`config.mk`:
```
export PLATFORM = sky130hd
export DESIGN_NAME = sample_buf
export DESIGN_NICKNAME = d
export VERILOG_FILES = /design/src/rtl/sb_pkg.sv /design/src/rtl/sb_chan_pipe.sv /design/src/rtl/sb_store.sv /design/src/rtl/sb_host_rd.sv /design/src/rtl/sample_buf.sv
export SDC_FILE = /design/constraint.sdc
export NUM_CORES = 1
export LEC_CHECK = 0
export ABC_AREA = 0
export ABC_CLOCK_PERIOD_IN_PS = 2900
export BUFFER_PORTS_ARGS = -buffer_cell sky130_fd_sc_hd__buf_2
export CAP_MARGIN = 20
export CORE_MARGIN = 3
export CORE_UTILIZATION = 41
export CTS_CLUSTER_SIZE = 10
export DETAILED_ROUTE_END_ITERATION = 6
export SETUP_SLACK_MARGIN = 0.02
export SYNTH_ARGS = -nofsm -noshare
export SYNTH_HDL_FRONTEND = slang
export SYNTH_SLANG_ARGS = --single-unit
export TNS_END_PERCENT = 100
```
`constraint.sdc`:
```
create_clock -name clk -period 2.9 [get_ports clk]
set_input_delay 0.145 -clock clk [delete_from_list [all_inputs] [get_ports clk]]
set_output_delay 0.145 -clock clk [all_outputs]
set_load 0.1 [all_outputs]
```
`src/rtl/sb_pkg.sv`:
```
// Shared definitions for the sample buffer.
// Assumes: nothing beyond IEEE 1800-2017.
package sb_pkg;

    // Which of the two host words the next read returns.
    typedef enum logic {
        PH_SAMPLE = 1'b0,
        PH_FLAG   = 1'b1
    } word_ph_e;

    // Map a depth select code onto a pipeline tap index, clamped to the last stage.
    function automatic int unsigned tap_of(input logic [1:0] sel, input int unsigned max_depth);
        int unsigned s;
        s = int'(sel);
        return (s > max_depth - 1) ? max_depth - 1 : s;
    endfunction

endpackage

```
`src/rtl/sb_chan_pipe.sv`:
```
// Pipeline of pending channel numbers, shifted on each beam tick.
// Stage 0 holds the load of the previous beam. A tap chosen by the depth
// select starts a conversion on the current beam for the stage's channel.
// Assumes: beam_i is a single-cycle pulse; depth_sel_i is stable around beams.
module sb_chan_pipe #(
    parameter int unsigned CH_W      = 5,
    parameter int unsigned MAX_DEPTH = 3
) (
    input  logic            clk,
    input  logic            rst_n,
    input  logic            clr_i,
    input  logic            beam_i,
    input  logic            load_vld_i,
    input  logic [CH_W-1:0] load_ch_i,
    input  logic [1:0]      depth_sel_i,
    output logic            start_o,
    output logic [CH_W-1:0] start_ch_o
);
    import sb_pkg::*;

    logic [MAX_DEPTH-1:0] vld_q;
    logic [CH_W-1:0]      ch_q [MAX_DEPTH];
    int unsigned          tap;

    generate
        for (genvar g = 0; g < MAX_DEPTH; g++) begin : g_stage
            if (g == 0) begin : g_head
                // Capture the current beam's load into the head stage.
                always_ff @(posedge clk) begin
                    if (!rst_n || clr_i) begin
                        vld_q[0] <= 1'b0;
                        ch_q[0]  <= '0;
                    end else if (beam_i) begin
                        vld_q[0] <= load_vld_i;
                        ch_q[0]  <= load_ch_i;
                    end
                end
            end else begin : g_tail
                // Shift the older stages by one beam.
                always_ff @(posedge clk) begin
                    if (!rst_n || clr_i) begin
                        vld_q[g] <= 1'b0;
                        ch_q[g]  <= '0;
                    end else if (beam_i) begin
                        vld_q[g] <= vld_q[g-1];
                        ch_q[g]  <= ch_q[g-1];
                    end
                end
            end
        end
    endgenerate

    // Select the stage that is due on this beam.
    always_comb begin
        tap        = tap_of(depth_sel_i, MAX_DEPTH);
        start_o    = beam_i && vld_q[tap];
        start_ch_o = ch_q[tap];
    end

endmodule

```
`src/rtl/sb_store.sv`:
```
// Sample slots, stale flags and the conversion in flight.
// A start opens a conversion for one channel. The next adc_vld_i stores the
// sample in that slot. An output-enable fall during the conversion taints it.
// Assumes: at most one conversion in flight; a new start replaces the old one.
module sb_store #(
    parameter int unsigned N_CH  = 32,
    parameter int unsigned CH_W  = 5,
    parameter int unsigned SMP_W = 12
) (
    input  logic             clk,
    input  logic             rst_n,
    input  logic             clr_i,
    input  logic             start_i,
    input  logic [CH_W-1:0]  start_ch_i,
    input  logic             out_en_i,
    input  logic             adc_vld_i,
    input  logic [SMP_W-1:0] adc_data_i,
    input  logic             lvl_wr_i,
    input  logic [CH_W-1:0]  lvl_ch_i,
    input  logic [CH_W-1:0]  rd_idx_i,
    output logic [SMP_W-1:0] rd_smp_o,
    output logic             rd_flag_o,
    output logic             wr_busy_o
);
    logic [SMP_W-1:0] smp_q [N_CH];
    logic [N_CH-1:0]  flag_q;
    logic             busy_q, taint_q, en_q;
    logic [CH_W-1:0]  cch_q;
    logic             done, en_fall, taint_eff;

    // Decode completion and the enable fall in this cycle.
    always_comb begin
        done      = busy_q && adc_vld_i;
        en_fall   = en_q && !out_en_i;
        taint_eff = taint_q || (busy_q && en_fall);
        wr_busy_o = done;
        rd_smp_o  = smp_q[rd_idx_i];
        rd_flag_o = flag_q[rd_idx_i];
    end

    // Track the conversion in flight and remember the enable level.
    always_ff @(posedge clk) begin
        if (!rst_n || clr_i) begin
            busy_q  <= 1'b0;
            taint_q <= 1'b0;
            cch_q   <= '0;
            en_q    <= 1'b0;
        end else begin
            en_q <= out_en_i;
            if (start_i) begin
                busy_q  <= 1'b1;
                taint_q <= 1'b0;
                cch_q   <= start_ch_i;
            end else if (done) begin
                busy_q <= 1'b0;
            end else if (busy_q && en_fall) begin
                taint_q <= 1'b1;
            end
        end
    end

    // Store completed samples in their channel's slot.
    always_ff @(posedge clk) begin
        if (!rst_n || clr_i) begin
            for (int i = 0; i < int'(N_CH); i++) smp_q[i] <= '0;
        end else if (done) begin
            smp_q[cch_q] <= adc_data_i;
        end
    end

    generate
        for (genvar g = 0; g < N_CH; g++) begin : g_flag
            logic hit_set, hit_clr;
            always_comb begin
                hit_set = (lvl_wr_i && lvl_ch_i == CH_W'(g))
                       || (busy_q && en_fall && cch_q == CH_W'(g));
                hit_clr = done && !taint_eff && cch_q == CH_W'(g);
            end
            // Per-slot stale flag: set wins over clear.
            always_ff @(posedge clk) begin
                if (!rst_n || clr_i)  flag_q[g] <= 1'b1;
                else if (hit_set)     flag_q[g] <= 1'b1;
                else if (hit_clr)     flag_q[g] <= 1'b0;
            end
        end
    endgenerate

    AST_LVL_SETS_FLAG: assert property (@(posedge clk) disable iff (!rst_n)
        $past(lvl_wr_i) |-> flag_q[$past(lvl_ch_i)]);
    AST_CLR_ALL_STALE: assert property (@(posedge clk) disable iff (!rst_n)
        $past(clr_i) |-> (&flag_q));
    AST_TAINT_KEEPS_FLAG: assert property (@(posedge clk) disable iff (!rst_n)
        ($past(done) && $past(taint_eff) && !$past(clr_i)) |-> flag_q[$past(cch_q)]);

endmodule

```
`src/rtl/sb_host_rd.sv`:
```
// Host-side sequential reader: pointer, word position and registered answer.
// Assumes: rd_i and ptr_wr_i are single-cycle strobes; busy_i marks a slot write.
module sb_host_rd #(
    parameter int unsigned CH_W   = 5,
    parameter int unsigned SMP_W  = 12,
    parameter int unsigned WORD_W = 16
) (
    input  logic              clk,
    input  logic              rst_n,
    input  logic              clr_i,
    input  logic              ptr_wr_i,
    input  logic [CH_W-1:0]   ptr_din_i,
    input  logic              rd_i,
    input  logic              busy_i,
    input  logic [SMP_W-1:0]  smp_i,
    input  logic              flag_i,
    output logic [CH_W-1:0]   ptr_o,
    output logic              rsp_o,
    output logic              q_o,
    output logic [WORD_W-1:0] data_o
);
    import sb_pkg::*;

    localparam logic [CH_W-1:0] LAST = '1;

    logic [CH_W-1:0] ptr_q;
    word_ph_e        ph_q;
    logic [WORD_W-1:0] word;

    // Build the word that the current position selects.
    always_comb begin
        if (ph_q == PH_SAMPLE) word = {{(WORD_W-SMP_W){1'b0}}, smp_i};
        else                   word = {{(WORD_W-1){1'b0}}, flag_i};
    end

    // Serve reads, advance the position, and load the pointer.
    always_ff @(posedge clk) begin
        if (!rst_n || clr_i) begin
            ptr_q  <= '0;
            ph_q   <= PH_SAMPLE;
            rsp_o  <= 1'b0;
            q_o    <= 1'b0;
            data_o <= '0;
        end else begin
            rsp_o  <= 1'b0;
            q_o    <= 1'b0;
            data_o <= '0;
            if (ptr_wr_i) begin
                ptr_q <= ptr_din_i;
                ph_q  <= PH_SAMPLE;
            end else if (rd_i) begin
                rsp_o <= 1'b1;
                if (!busy_i) begin
                    q_o    <= 1'b1;
                    data_o <= word;
                    if (ph_q == PH_FLAG) begin
                        ptr_q <= (ptr_q == LAST) ? '0 : ptr_q + 1'b1;
                        ph_q  <= PH_SAMPLE;
                    end else begin
                        ph_q <= PH_FLAG;
                    end
                end
            end
        end
    end

    assign ptr_o = ptr_q;

    AST_BUSY_NO_ADV: assert property (@(posedge clk) disable iff (!rst_n)
        (rsp_o && !q_o) |-> (ptr_q == $past(ptr_q) && ph_q == $past(ph_q)));
    AST_PTR_WRAP: assert property (@(posedge clk) disable iff (!rst_n)
        (rsp_o && q_o && $past(ptr_q) == LAST && $past(ph_q) == PH_FLAG) |-> ptr_q == '0);
    AST_PTR_WR_NO_RSP: assert property (@(posedge clk) disable iff (!rst_n)
        $past(ptr_wr_i) |-> !rsp_o);

endmodule

```
`src/rtl/sample_buf.sv`:
```
// Top of the per-channel sample buffer: channel pipeline, slot store and
// host reader wired together.
// Assumes: one clock domain; all strobes are single-cycle pulses.
module sample_buf #(
    parameter int unsigned N_CH      = 32,
    parameter int unsigned SMP_W     = 12,
    parameter int unsigned WORD_W    = 16,
    parameter int unsigned MAX_DEPTH = 3,
    localparam int unsigned CH_W     = $clog2(N_CH)
) (
    input  logic              clk,
    input  logic              rst_n,
    input  logic              clr_i,
    input  logic              beam_i,
    input  logic              load_vld_i,
    input  logic [CH_W-1:0]   load_ch_i,
    input  logic [1:0]        depth_sel_i,
    input  logic              out_en_i,
    input  logic              adc_vld_i,
    input  logic [SMP_W-1:0]  adc_data_i,
    input  logic              lvl_wr_i,
    input  logic [CH_W-1:0]   lvl_ch_i,
    input  logic              ptr_wr_i,
    input  logic [CH_W-1:0]   ptr_din_i,
    input  logic              rd_i,
    output logic [CH_W-1:0]   rd_ptr_o,
    output logic              rd_rsp_o,
    output logic              rd_q_o,
    output logic [WORD_W-1:0] rd_data_o
);
    logic             start;
    logic [CH_W-1:0]  start_ch;
    logic [SMP_W-1:0] smp;
    logic             flag, wr_busy;

    sb_chan_pipe #(.CH_W(CH_W), .MAX_DEPTH(MAX_DEPTH)) pipe_i (
        .clk(clk), .rst_n(rst_n), .clr_i(clr_i), .beam_i(beam_i),
        .load_vld_i(load_vld_i), .load_ch_i(load_ch_i), .depth_sel_i(depth_sel_i),
        .start_o(start), .start_ch_o(start_ch)
    );

    sb_store #(.N_CH(N_CH), .CH_W(CH_W), .SMP_W(SMP_W)) store_i (
        .clk(clk), .rst_n(rst_n), .clr_i(clr_i), .start_i(start), .start_ch_i(start_ch),
        .out_en_i(out_en_i), .adc_vld_i(adc_vld_i), .adc_data_i(adc_data_i),
        .lvl_wr_i(lvl_wr_i), .lvl_ch_i(lvl_ch_i), .rd_idx_i(rd_ptr_o),
        .rd_smp_o(smp), .rd_flag_o(flag), .wr_busy_o(wr_busy)
    );

    sb_host_rd #(.CH_W(CH_W), .SMP_W(SMP_W), .WORD_W(WORD_W)) rd_i_u (
        .clk(clk), .rst_n(rst_n), .clr_i(clr_i), .ptr_wr_i(ptr_wr_i), .ptr_din_i(ptr_din_i),
        .rd_i(rd_i), .busy_i(wr_busy), .smp_i(smp), .flag_i(flag),
        .ptr_o(rd_ptr_o), .rsp_o(rd_rsp_o), .q_o(rd_q_o), .data_o(rd_data_o)
    );

endmodule

```
==> results of run 1 <==
[power breakdown]
group          internal, W  switching, W  total, W
sequential         0.00751      0.000102   0.00761
combinational     0.000331      0.000564  0.000895
clock              0.00357       0.00265   0.00622
total               0.0114       0.00332    0.0147
[per-layer routing]
metal / wire [um] / global-route usage, % / vias to the layer above
met2: 26700 / 33.5 / 546
li1: - / - / 5560
met4: 1720 / 7.06 / 0
met1: 24900 / 30.7 / 6478
met3: 4370 / 4.07 / 97
met5: 0 / 0 / -
[stage by stage]
step,util (%),cells,worst slack (ns)
detailed placement,44.5,2131,0.611
global placement,44.5,2131,0.640
floorplan,-,1453,0.276
CTS,48.0,2255,0.601
finish,48.0,2256,0.579
global route,48.0,2255,0.565
[cell usage in the layout, fill, tap and decap left out, types with 3 or more instances in the layout]
cell type,Yosys,routed
sky130_fd_sc_hd__buf_4,7,84
sky130_fd_sc_hd__nor3_1,6,6
sky130_fd_sc_hd__conb_1,1,4
sky130_fd_sc_hd__clkbuf_16,0,54
sky130_fd_sc_hd__nand2_1,16,16
sky130_fd_sc_hd__buf_12,0,6
sky130_fd_sc_hd__o21ai_1,0,32
sky130_fd_sc_hd__nand2b_1,8,8
sky130_fd_sc_hd__mux4_2,130,130
sky130_fd_sc_hd__clkbuf_8,0,3
sky130_fd_sc_hd__edfxtp_1,399,399
sky130_fd_sc_hd__dlygate4sd3_1,0,22
sky130_fd_sc_hd__nand3b_1,4,4
sky130_fd_sc_hd__and2_1,387,387
sky130_fd_sc_hd__o2111ai_1,8,8
sky130_fd_sc_hd__and3_1,22,22
sky130_fd_sc_hd__nor2_1,51,51
sky130_fd_sc_hd__buf_2,20,57
sky130_fd_sc_hd__o211ai_1,24,24
sky130_fd_sc_hd__nand3_1,16,16
sky130_fd_sc_hd__mux2i_1,15,15
sky130_fd_sc_hd__a21oi_1,27,27
sky130_fd_sc_hd__o21ai_0,69,37
sky130_fd_sc_hd__a22o_1,11,11
sky130_fd_sc_hd__a211oi_1,3,3
sky130_fd_sc_hd__dfxtp_1,68,65
sky130_fd_sc_hd__clkbuf_1,106,40
sky130_fd_sc_hd__nor2b_1,13,12
[cell usage after synthesis, types with 5 or more instances]
library cell	count	area share, %
sky130_fd_sc_hd__clkbuf_1	106	1.9
sky130_fd_sc_hd__nor3_1	6	0.14
sky130_fd_sc_hd__dfxtp_1	68	6.4
sky130_fd_sc_hd__mux4_2	130	14
sky130_fd_sc_hd__buf_6	5	0.26
sky130_fd_sc_hd__a22o_1	11	0.45
sky130_fd_sc_hd__edfxtp_1	399	56
sky130_fd_sc_hd__and3_1	22	0.65
sky130_fd_sc_hd__buf_4	7	0.25
sky130_fd_sc_hd__o2111ai_1	8	0.33
sky130_fd_sc_hd__o21ai_0	69	1.6
sky130_fd_sc_hd__a21oi_1	27	0.64
sky130_fd_sc_hd__nor2_1	51	0.90
sky130_fd_sc_hd__nand2b_1	8	0.24
sky130_fd_sc_hd__and2_1	387	11
sky130_fd_sc_hd__buf_2	20	0.47
sky130_fd_sc_hd__nand3_1	16	0.38
sky130_fd_sc_hd__o211ai_1	24	0.85
sky130_fd_sc_hd__nand2_1	16	0.28
sky130_fd_sc_hd__mux2i_1	15	0.71
sky130_fd_sc_hd__nor2b_1	13	0.38
[final cells by class]
| class | instances | area, um^2 |
|---|---|---|
| multi-input cells | 843 | 7300 |
| repair buffers | 169 | 1260 |
| well taps | 672 | 841 |
| diodes | 1 | 2.50 |
| clock buffers | 97 | 1540 |
| inverters | 2 | 7.51 |
| flip-flops and latches | 467 | 13400 |
| clock inverters | 5 | 42.5 |
| fillers | 4375 | 26300 |
[registers in the layout, indices dropped and copies added (netlist names), 3 cells and up, named ones only]
| register | cells |
|---|---|
| store_i.cch_q | 5 |
| store_i.smp_q | 384 |
| pipe_i.vld_q | 3 |
| store_i.flag_q | 32 |
| pipe_i.ch_q | 15 |
| rd_i_u.ptr_o | 5 |
| rd_i_u.data_o | 12 |
[worst max-delay path by stage]
stage	start	end	slack (ns)	cells past startpoint
6_report	flip-flop	rd_i_u.data_o[7]	0.58	4
5_1_grt	flip-flop	rd_i_u.data_o[7]	0.56	4
4_1_cts	flip-flop	rd_i_u.data_o[7]	0.60	4
3_5_place_dp	flip-flop	rd_i_u.data_o[7]	0.61	4
3_3_place_gp	flip-flop	rd_i_u.data_o[7]	0.64	4
2_1_floorplan	store_i.cch_q[4]	store_i.smp_q[16][0]	0.28	5
[worst max-delay path, delay by kind of cell, from the launching register on]
kind,cells,cell delay [ns]
mux,2,1.00
compound gates,1,0.27
flops,1,0.54
buf+inv,1,0.32
[kinds of logic (layout without fill, tap and decap cells)]
family | count (synthesis) | after routing
AOI/OAI and AO/OA | 152 | 152
xor gates and xnor gates | 1 | 1
adders and majority gates | 2 | 2
buffers and inverters | 143 | 273
DFF | 467 | 467
muxes | 146 | 146
other | 1 | 5
and+or+nand+nor | 538 | 538
==> metrics.log, run 1 <==
INFO  metric crit_type = reg2reg
INFO  metric yosysWarningCount = 0
INFO  metric grt_max_degree = 47
INFO  metric clockRootBuffer = sky130_fd_sc_hd__clkbuf_16
INFO  metric globalRouteOverflowTotal = 0
INFO  metric first_global_vias = 12600
INFO  metric skew = 0.0134 ns
INFO  metric syn_inst = 1450
INFO  metric reg2reg_setup_slack = 0.58 ns
INFO  metric post_drt_wl_per_cell = 25.6 um
INFO  metric finalWeightedCongestion = 0.836
INFO  metric port_buffers = 57
INFO  metric cts-root-to-sink-buffers = 3
INFO  metric hold_path.startpoint = beam_i
INFO  metric synth-compound-area-share = 4.44%
INFO  metric postRouteWirelength = 57.6 mm
INFO  metric max_slew_margin = 49.8%
INFO  metric critical_path.max_fanout = 46
INFO  metric cts_inserted_buffers = 54
INFO  metric antenna_found_initial = 0
INFO  metric drive_above_1_share = 21.9%
INFO  metric cp_cell_instances = buf_12 -> mux4_2 -> mux4_2 -> a22o_1
INFO  metric grt_pass1_wl = 85.5 mm
INFO  metric clock_tree.htree_level_count = 2
INFO  metric syn_to_final_growth = 14.6%
INFO  metric vdd.ir_drop.worst = 0.437 mV
INFO  metric floorplan.die.height = 234 um
INFO  metric firstDrtPassIters = 6
INFO  metric fp.coreArea = 0.0507 mm^2
INFO  metric critical-path-slowest-cell = sky130_fd_sc_hd__mux4_2
INFO  metric outcome = finished clean
INFO  metric whs_path_depth = 3
INFO  metric clkLatencyLatePin = 0.60 ns
INFO  metric p_per_cell_area = 605 mW/mm^2
INFO  metric synth_edf_count = 399
INFO  metric end_kind = flip-flop
INFO  metric synth-seq-cells = 467
INFO  metric tritoncts_clock_tree = built
INFO  metric drt_drc_violations_left = 0
INFO  metric min_to = pipe_i.vld_q[0]
INFO  metric numClockSinks = 467
INFO  metric synth_top_family_by_area = simple AND/OR/NAND/NOR gates
INFO  metric maxCapViolCount = 0
INFO  metric design_area = 0.0243 mm^2
INFO  metric placedInstanceArea = 0.0225 mm^2
INFO  metric whs = 0.0212 ns
INFO  metric die_area = 0.0546 mm^2
INFO  metric arrival_time_of_the_worst_setup_path = 2.80 ns
INFO  metric post_synth_xor_area_fraction = 0.0412%
INFO  metric proportion_of_synthesized_flip_flops_having_asynchronous_set_or_reset = 0%
INFO  metric worst_hold_path_type = in2reg
INFO  metric dp.final_hpwl = 36.1 mm
INFO  metric dieWidth = 234 um
INFO  metric timing.final.hold_violations = 0
INFO  metric cts.hold.buffers_added = 22
INFO  metric synth-seq-area-share = 62.8%
INFO  metric routed-via-count = 12700
INFO  metric p_leak = 9.06 nW
INFO  metric max_freq = 431 MHz
INFO  metric worst_r2r_path_depth = 4
INFO  metric multiplexer_share_of_the_synthesized_area = 14.5%
INFO  metric yosys.cell_types.count = 49
INFO  metric avgSynthCellArea = 14.7 um^2
INFO  metric final_period_minus_worst_setup_slack = 2.32 ns
INFO  metric period_share = 80.0%
INFO  metric placementRows = 82
INFO  metric ctsResizeCount = 0
INFO  metric total_routing_usage_reported_by_global_routing = 21.5%
INFO  metric total_negative_slack_for_setup_checks = 0 ns
INFO  metric initial_core_util = 41.9%
INFO  metric worst_slew_pin_slew = 0.750 ns
INFO  metric cts_post_setup_buffers_inserted = 0
INFO  metric antenna_left = 0
INFO  metric clk_pin_slew_worst_paths = 0.06 ns
INFO  metric setup_viol = 0
INFO  metric post_synth_instance_area = 0.0212 mm^2
INFO  metric cp-start-kind = flip-flop
INFO  metric synth_ff_type = sky130_fd_sc_hd__edfxtp_1
INFO  metric synthesized_area_fraction_occupied_by_adder_cells = 0.118%
INFO  metric drt_iter0_markers = 1336
INFO  metric slew_viol_final = 0
INFO  metric rsz0062_at_grt = no
INFO  metric floorplan.io_pins = 62
INFO  metric viasPerCell = 5.62
INFO  metric finish.net_count = 1578
INFO  metric post_synth_and_or_nand_nor_area_fraction = 15.1%
INFO  metric worstReg2RegEnd = rd_i_u.data_o[7]
INFO  metric critical_path_required = 3.38 ns
INFO  metric timing.critical_path.slowest_cell_delay = 0.58 ns
INFO  metric critical-path-top-cell-by-count = sky130_fd_sc_hd__mux4_2
INFO  metric totalPowerFinal = 0.0147 W
No activity file was read; power rests on OpenSTA's default activity.
==> inputs of run 2 (changes only) <==
Settings changed: ABC_AREA 0 to 1, ABC_CLOCK_PERIOD_IN_PS 2900 to 1900.
Clock period 2.9 ns to 1.9 ns, I/O delays scaled along.
==> run 2 against run 1 <==
Against the previous run: flip-flop and latch count is the same; critical endpoint is now store_i.smp_q[22][8]; combinational power grew 94%; register-to-register slack got worse by 0.47 ns; sequential share of layout area decreased by 2.3 points; clock skew rose by 0.011 ns; die area rose by 2.5%; final cell count is 38% higher; largest power group unchanged; first-iteration DRC count increased by 20%; clock-buffer cell count is 1 lower; hold slack gained 0.015 ns; cell area increased by 4.5%.
==> metrics.log, run 2 <==
INFO  metric port_buffers = 57 (unchanged)
INFO  metric skew = 0.0247 ns (was 0.0134 ns)
INFO  metric drt_iter0_markers = 1609 (was 1336)
INFO  metric die_area = 0.0559 mm^2 (was 0.0546 mm^2)
INFO  metric synth.top_cells.by_area = sky130_fd_sc_hd__edfxtp_1 55%, sky130_fd_sc_hd__nor2_1 12%, sky130_fd_sc_hd__dfxtp_1 6.2% (was sky130_fd_sc_hd__edfxtp_1 56%, sky130_fd_sc_hd__mux4_2 14%, sky130_fd_sc_hd__and2_1 11%)
INFO  metric cts-root-to-sink-buffers = 3 (unchanged)
INFO  metric setup_viol = 0 (unchanged)
INFO  metric critical_path_required = 2.19 ns (was 3.38 ns)
INFO  metric slew_viol_final = 0 (unchanged)
INFO  metric most-common-layout-cells = 698 x sky130_fd_sc_hd__nor2_1, 399 x sky130_fd_sc_hd__edfxtp_1, 253 x sky130_fd_sc_hd__nand2_1, 194 x sky130_fd_sc_hd__o21ai_0, 128 x sky130_fd_sc_hd__nand3_1 (was 399 x sky130_fd_sc_hd__edfxtp_1, 387 x sky130_fd_sc_hd__and2_1, 130 x sky130_fd_sc_hd__mux4_2, 84 x sky130_fd_sc_hd__buf_4, 65 x sky130_fd_sc_hd__dfxtp_1)
INFO  metric floorplan.die.height = 237 um (was 234 um)
INFO  metric total_routing_usage_reported_by_global_routing = 22.2% (was 21.5%)
INFO  metric antenna_found_initial = 0 (unchanged)
INFO  metric postLayoutCoreUtil = 49.0% (was 48.0%)
INFO  metric clock_tree.htree_level_count = 2 (unchanged)
INFO  metric numClockSinks = 467 (unchanged)
INFO  metric routed-via-count = 16900 (was 12700)
INFO  metric clk_pin_slew_worst_paths = 0.05 ns (was 0.06 ns)
INFO  metric global_route.usage.met2 = 36.5% (was 33.5%)
INFO  metric clockRootBuffer = sky130_fd_sc_hd__clkbuf_16 (unchanged)
INFO  metric rsz0062_at_grt = no (unchanged)
INFO  metric max_slew_margin = 56.1% (was 49.8%)
INFO  metric post_synth_instance_area = 0.0218 mm^2 (was 0.0212 mm^2)
INFO  metric antenna_left = 0 (unchanged)
INFO  metric floorplan.io_pins = 62 (unchanged)
INFO  metric tritoncts_clock_tree = built (unchanged)
INFO  metric cts_post_setup_buffers_inserted = 0 (unchanged)
INFO  metric mostFrequentLayoutCell = sky130_fd_sc_hd__nor2_1 (was sky130_fd_sc_hd__edfxtp_1)
INFO  metric yosysMostFrequentCell = sky130_fd_sc_hd__nor2_1 (was sky130_fd_sc_hd__edfxtp_1)
INFO  metric avgSynthCellArea = 9.53 um^2 (was 14.7 um^2)
INFO  metric dp.final_hpwl = 39.7 mm (was 36.1 mm)
INFO  metric syn_inst = 2286 (was 1450)
INFO  metric dieWidth = 237 um (was 234 um)
INFO  metric design_area = 0.0254 mm^2 (was 0.0243 mm^2)
INFO  metric most_utilized_layer_in_the_global_route_result = met2 (unchanged)
INFO  metric finalWeightedCongestion = 0.878 (was 0.836)
INFO  metric synth_top_cells_by_count = 701 x sky130_fd_sc_hd__nor2_1, 399 x sky130_fd_sc_hd__edfxtp_1, 269 x sky130_fd_sc_hd__nand2_1 (was 399 x sky130_fd_sc_hd__edfxtp_1, 387 x sky130_fd_sc_hd__and2_1, 130 x sky130_fd_sc_hd__mux4_2)
INFO  metric critical_path.max_fanout = 32 (was 46)
INFO  metric register_name_with_the_most_flops = store_i.smp_q (unchanged)
INFO  metric drive_above_1_share = 15.3% (was 21.9%)
INFO  metric finish.net_count = 2420 (was 1578)
INFO  metric fp.coreArea = 0.0519 mm^2 (was 0.0507 mm^2)
INFO  metric yosys.cell_types.count = 36 (was 49)
INFO  metric timing.final.hold_violations = 0 (unchanged)
INFO  metric first_global_vias = 16300 (was 12600)
INFO  metric synth-seq-cells = 467 (unchanged)
INFO  metric viasPerCell = 5.45 (was 5.62)
INFO  metric synth_edf_count = 399 (unchanged)
INFO  metric p_per_cell_area = 903 mW/mm^2 (was 605 mW/mm^2)
INFO  metric clkLatencyLatePin = 0.61 ns (was 0.60 ns)
INFO  metric maxCapViolCount = 0 (unchanged)
INFO  metric yosysWarningCount = 0 (unchanged)
INFO  metric post_drt_wl_per_cell = 20.5 um (was 25.6 um)
INFO  metric max_freq = 560 MHz (was 431 MHz)
INFO  metric arrival_time_of_the_worst_setup_path = 2.08 ns (was 2.80 ns)
INFO  metric firstDrtPassIters = 6 (unchanged)
INFO  metric postRouteWirelength = 63.7 mm (was 57.6 mm)
INFO  metric p_leak = 10.1 nW (was 9.06 nW)
INFO  metric grt_max_degree = 65 (was 47)
INFO  metric synth_top_area_cell = sky130_fd_sc_hd__edfxtp_1 (unchanged)
INFO  metric placementRows = 83 (was 82)
INFO  metric synth_ff_type = sky130_fd_sc_hd__edfxtp_1 (unchanged)
INFO  metric final_period_minus_worst_setup_slack = 1.79 ns (was 2.32 ns)
INFO  metric cp-start-kind = flip-flop (unchanged)
INFO  metric outcome = finished clean (unchanged)
INFO  metric synth-seq-area-share = 61.2% (was 62.8%)
INFO  metric syn_to_final_growth = 16.7% (was 14.6%)
INFO  metric drt_drc_violations_left = 0 (unchanged)
INFO  metric initial_core_util = 42.0% (was 41.9%)
INFO  metric biggestRegsByFlops = store_i.smp_q x384, store_i.flag_q x32, pipe_i.ch_q x15 (unchanged)
INFO  metric largest_reg_flops = 384 (unchanged)
INFO  metric proportion_of_synthesized_flip_flops_having_asynchronous_set_or_reset = 0% (unchanged)
INFO  metric whs = 0.0362 ns (was 0.0212 ns)
INFO  metric placedInstanceArea = 0.0234 mm^2 (was 0.0225 mm^2)
INFO  metric yosysTopAreaCellShare = 55.0% (was 56.4%)
INFO  metric worst_hold_path_type = in2reg (unchanged)
INFO  metric end_kind = flip-flop (unchanged)
INFO  metric worst_slew_pin_slew = 0.657 ns (was 0.750 ns)
INFO  metric global_route.usage.met3 = 3.79% (was 4.07%)
INFO  metric groute.layer.met1.usage = 30.5% (was 30.7%)
INFO  metric totalPowerFinal = 0.0230 W (was 0.0147 W)
INFO  metric crit_type = reg2reg (unchanged)
INFO  metric grt_pass1_wl = 97.0 mm (was 85.5 mm)
INFO  metric globalRouteOverflowTotal = 0 (unchanged)
INFO  metric period_share = 94.0% (was 80.0%)
INFO  metric vdd.ir_drop.worst = 0.669 mV (was 0.437 mV)
INFO  metric cts_inserted_buffers = 54 (unchanged)
[run 2: cell types whose count changed after synthesis, sizes merged, moves of 112 or more]
cell | previous run | this run
inv | 2 | 114
nand2 | 16 | 279
nor2 | 51 | 744
nand3 | 16 | 147
o21ai | 69 | 196
and2 | 387 | 0
mux4 | 130 | 0
[run 2: final cells by class]
class,instances,area (um^2)
Fill cell,4760,26500
Sequential cell,467,13400
Multi-Input combinational cell,1527,7200
Timing Repair Buffer,214,1950
Clock buffer,96,1570
Tap cell,680,851
Inverter,115,454
Clock inverter,6,50.0
Antenna cell,1,2.50
[run 2: cell families after synthesis]
group,share of synthesized area (%)
other cells,0.0172
compound gates,9.17
simple gates,23.2
xor+xnor,0.0402
buf+inv,6.20
flops,61.2
fa+ha+maj,0.115
[run 2: per-stage QoR]
stage               setup WS, ns  cells  setup TNS [ns]
floorplan                0.00278   2289               0
global placement         -0.0286   2972         -0.0286
detailed placement       -0.0264   2972         -0.0264
CTS                       0.0257   3104               0
global route              0.0335   3105               0
finish                     0.114   3106               0
[run 2: critical path, stage by stage, from the launching register on]
cell and delay [ns]:
sky130_fd_sc_hd__dfxtp_1 0.36, sky130_fd_sc_hd__nand2_2 0.13, sky130_fd_sc_hd__nor2_4 0.15, sky130_fd_sc_hd__buf_12 0.26
sky130_fd_sc_hd__nand3_4 0.16, sky130_fd_sc_hd__nand2_1 0.11, sky130_fd_sc_hd__buf_4 0.22
[run 2: worst paths after layout]
| check | startpoint | end | slack (ns) | cells after the start |
|---|---|---|---|---|
| hold / removal | adc_data_i[5] | store_i.smp_q[31][5] | 0.04 | 4 |
| hold reg to reg | store_i.flag_q[31] | store_i.flag_q[31] | 0.46 | 2 |
| setup reg to reg | store_i.busy_q | store_i.smp_q[22][8] | 0.11 | 6 |
| setup / recovery | store_i.busy_q | store_i.smp_q[22][8] | 0.11 | 6 |
[run 2: report_power, final]
part	leakage, nW	switching [W]	internal [W]
logic	4.30	0.00123	0.000507
clock network	0.775	0.00409	0.00555
registers	5.01	0.000125	0.0115
[run 2: metal layers]
layer | part of all wire (%) | up-vias | wire length, um
met3 | 7.2 | 123 | 4610
li1 | - | 7877 | -
met4 | 2.4 | 0 | 1560
met1 | 42 | 8218 | 26900
met2 | 48 | 699 | 30600
met5 | 0 | - | 0
[run 2: timing repair]
action                                  CTS  global route
pin swaps                                 0             0
endpoints found under the setup margin    1           113
hold buffers                             30             0
endpoints found under the hold margin    43             0
cloned                                    0             2
gates resized for setup                   1            24
==> inputs of run 3 (changes only) <==
Settings changed: PLACE_DENSITY_LB_ADDON from default to 0.05.
==> run 3 against run 2 <==
Against the previous run: critical path depth rose by 2; fmax fell by 2.9%; critical endpoint is now rd_i_u.data_o[9]; critical path type unchanged; setup slack got worse by 0.053 ns.
==> metrics.log, run 3 (same netlist as run 2, synthesis figures left out) <==
INFO  metric initial_core_util = 42.0% (unchanged)
INFO  metric total_routing_usage_reported_by_global_routing = 23.2% (was 22.2%)
INFO  metric dp.final_hpwl = 41.5 mm (was 39.7 mm)
INFO  metric post-place-cells = 2989 (was 2972)
INFO  metric grt_pass1_wl = 99.9 mm (was 97.0 mm)
INFO  metric first_global_vias = 16200 (was 16300)
INFO  metric post_drt_wl_per_cell = 21.4 um (was 20.5 um)
INFO  metric vdd.ir_drop.worst = 0.604 mV (was 0.669 mV)
INFO  metric drive_above_1_share = 16.4% (was 15.3%)
INFO  metric antenna_found_initial = 0 (unchanged)
INFO  metric clockRootBuffer = sky130_fd_sc_hd__clkbuf_16 (unchanged)
INFO  metric floorplan.io_pins = 62 (unchanged)
INFO  metric final_period_minus_worst_setup_slack = 1.84 ns (was 1.79 ns)
INFO  metric whs_path_depth = 4 (unchanged)
INFO  metric register_name_with_the_most_flops = store_i.smp_q (unchanged)
INFO  metric placementRows = 83 (unchanged)
INFO  metric drt_iter0_markers = 1339 (was 1609)
INFO  metric dieWidth = 237 um (unchanged)
INFO  metric postLayoutCoreUtil = 49.5% (was 49.0%)
INFO  metric largest_reg_flops = 384 (unchanged)
INFO  metric clkLatencyLatePin = 0.61 ns (about the same)
INFO  metric worst_slew_pin_slew = 0.728 ns (was 0.657 ns)
INFO  metric post_layout_nonfiller_instances = 3131 (was 3106)
INFO  metric p_per_cell_area = 897 mW/mm^2 (was 903 mW/mm^2)
INFO  metric maxCapViolCount = 0 (unchanged)
INFO  metric setup_viol = 0 (unchanged)
INFO  metric mostFrequentLayoutCell = sky130_fd_sc_hd__nor2_1 (unchanged)
INFO  metric finish.net_count = 2447 (was 2420)
INFO  metric postRouteWirelength = 67.0 mm (was 63.7 mm)
INFO  metric numClockSinks = 467 (unchanged)
INFO  metric area_taken_by_multi_input_logic_gates = 0.00722 mm^2 (was 0.00720 mm^2)
INFO  metric critical_path_required = 2.38 ns (was 2.19 ns)
INFO  metric area.sequential = 0.0134 mm^2 (about the same)
INFO  metric antenna_cells = 0 (was 1)
INFO  metric skew = 0.0286 ns (was 0.0247 ns)
INFO  metric die_area = 0.0559 mm^2 (unchanged)
INFO  metric clk_pin_slew_worst_paths = 0.06 ns (was 0.05 ns)
INFO  metric firstDrtPassIters = 5 (was 6)
INFO  metric routed-via-count = 16600 (was 16900)
INFO  metric timing.critical_path.slowest_cell_delay = 0.47 ns (was 0.36 ns)
INFO  metric rsz0062_at_grt = yes (was no)
INFO  metric most-common-layout-cells = 694 x sky130_fd_sc_hd__nor2_1, 399 x sky130_fd_sc_hd__edfxtp_1, 251 x sky130_fd_sc_hd__nand2_1, 191 x sky130_fd_sc_hd__o21ai_0, 128 x sky130_fd_sc_hd__nand3_1 (was 698 x sky130_fd_sc_hd__nor2_1, 399 x sky130_fd_sc_hd__edfxtp_1, 253 x sky130_fd_sc_hd__nand2_1, 194 x sky130_fd_sc_hd__o21ai_0, 128 x sky130_fd_sc_hd__nand3_1)
INFO  metric worst_r2r_path_depth = 8 (was 6)
INFO  metric floorplan.die.height = 237 um (unchanged)
INFO  metric cts-root-to-sink-buffers = 3 (unchanged)
INFO  metric critical_path.max_fanout = 32 (unchanged)
INFO  metric antenna_left = 0 (unchanged)
INFO  metric min_to = store_i.smp_q[23][10] (was store_i.smp_q[31][5])
INFO  metric crit_type = reg2reg (unchanged)
INFO  metric globalRouteOverflowTotal = 0 (unchanged)
INFO  metric grt_max_degree = 62 (was 65)
INFO  metric period_share = 96.8% (was 94.0%)
INFO  metric max_freq = 544 MHz (was 560 MHz)
INFO  metric arrival_time_of_the_worst_setup_path = 2.32 ns (was 2.08 ns)
INFO  metric critical-path-top-cell-by-count = sky130_fd_sc_hd__nand3_1
INFO  metric slew_viol_final = 0 (unchanged)
INFO  metric fillers = 4868 (was 4760)
INFO  metric fp.coreArea = 0.0519 mm^2 (unchanged)
INFO  metric end_kind = flip-flop (unchanged)
INFO  metric timing.final.hold_violations = 0 (unchanged)
INFO  metric critical-path-slowest-cell = sky130_fd_sc_hd__dfxtp_4 (was sky130_fd_sc_hd__dfxtp_1)
INFO  metric viasPerCell = 5.32 (was 5.45)
INFO  metric p_leak = 10.2 nW (was 10.1 nW)
INFO  metric worstReg2RegEnd = rd_i_u.data_o[9] (was store_i.smp_q[22][8])
INFO  metric hold_path.startpoint = adc_data_i[10] (was adc_data_i[5])
INFO  metric outcome = finished clean (unchanged)
INFO  metric clock_tree.htree_level_count = 2 (unchanged)
INFO  metric reg2reg_setup_slack = 0.06 ns (was 0.11 ns)
INFO  metric syn_to_final_growth = 17.9% (was 16.7%)
INFO  metric max_slew_margin = 51.4% (was 56.1%)
INFO  metric port_buffers = 57 (unchanged)
INFO  metric biggestRegsByFlops = store_i.smp_q x384, store_i.flag_q x32, pipe_i.ch_q x15 (unchanged)
INFO  metric cp_cell_instances = clkinv_8 -> buf_12 -> o21ai_0 -> nand3_1 -> nand3_1 -> nand3_1 -> nand2_1 -> nor2_1 (was nand2_2 -> nor2_4 -> buf_12 -> nand3_4 -> nand2_1 -> buf_4)
INFO  metric finalWeightedCongestion = 0.877 (was 0.878)
INFO  metric drt_drc_violations_left = 0 (unchanged)
INFO  metric tritoncts_clock_tree = built (unchanged)
INFO  metric cts_inserted_buffers = 54 (unchanged)
INFO  metric cp-start-kind = flip-flop (unchanged)
INFO  metric worst_hold_path_type = in2reg (unchanged)
==> run 3: timing repair <==
action	CTS	global route
endpoints found under the hold margin	38	0
hold buffers	32	0
buffers inserted	0	5
gates resized for setup	0	38
setup endpoints to repair	0	94
==> run 3: layout make-up <==
cell class	instances	share of cell area, %
Clock buffer	98	6.18
Clock inverter	3	0.0731
Timing Repair Buffer	241	8.57
Sequential cell	467	52.0
Inverter	115	1.78
Tap cell	680	3.31
Multi-Input combinational cell	1527	28.1
==> run 3: how the worst max path moves through the flow <==
stage / startpoint / end / slack, ns
final: flip-flop / rd_i_u.data_o[9] / 0.06
after global routing: flip-flop / rd_i_u.data_o[8] / -0.03
after CTS: flip-flop / rd_i_u.data_o[8] / 0.06
after detailed placement: flip-flop / rd_i_u.data_o[8] / 0.07
after global placement: store_i.cch_q[3] / store_i.smp_q[8][8] / 0.11
after floorplan: store_i.cch_q[4] / store_i.smp_q[24][0] / 0.003
==> run 3: power by group <==
part           switching, W  leakage (nW)  total, W  internal [W]
combinational       0.00125          4.45   0.00178      0.000532
clock               0.00411         0.771   0.00969       0.00558
sequential         0.000119          5.01    0.0116        0.0115
total               0.00547          10.2    0.0230        0.0176
==> run 3: worst max-delay path, delay by kind of cell (launching register included) <==
kind,cells,cell delay (ns)
AO/OA/AOI/OAI,1,0.27
buffers and inverters,2,0.32
flip-flops,1,0.47
AND/OR/NAND/NOR,5,0.65
==> run 3: routing by layer <==
layer / vias to the layer above / track usage [%] / share of wire [%] / routed length [um]
li1: 7914 / - / - / -
met1: 8187 / 32.0 / 44 / 29600
met2: 443 / 38.6 / 48 / 32300
met3: 101 / 3.59 / 5.2 / 3520
met4: 0 / 5.64 / 2.3 / 1570
met5: - / 0 / 0 / 0
==> run 3: per-stage QoR <==
step / area (um^2) / hold WS, ns / setup slack (ns) / TNS, ns / total power, W
2_1_floorplan: 21800 / 0.229 / 0.00278 / 0 / 0.0127
6_report: 25700 / 0.0480 / 0.0603 / 0 / 0.0230
4_1_cts: 25400 / 0.0230 / 0.0593 / 0 / 0.0232
5_1_grt: 25700 / 0.0437 / -0.0346 / -0.102 / 0.0238
3_5_place_dp: 23500 / 0.336 / 0.0739 / 0 / 0.0135
3_3_place_gp: 23500 / 0.333 / 0.113 / 0 / 0.0135
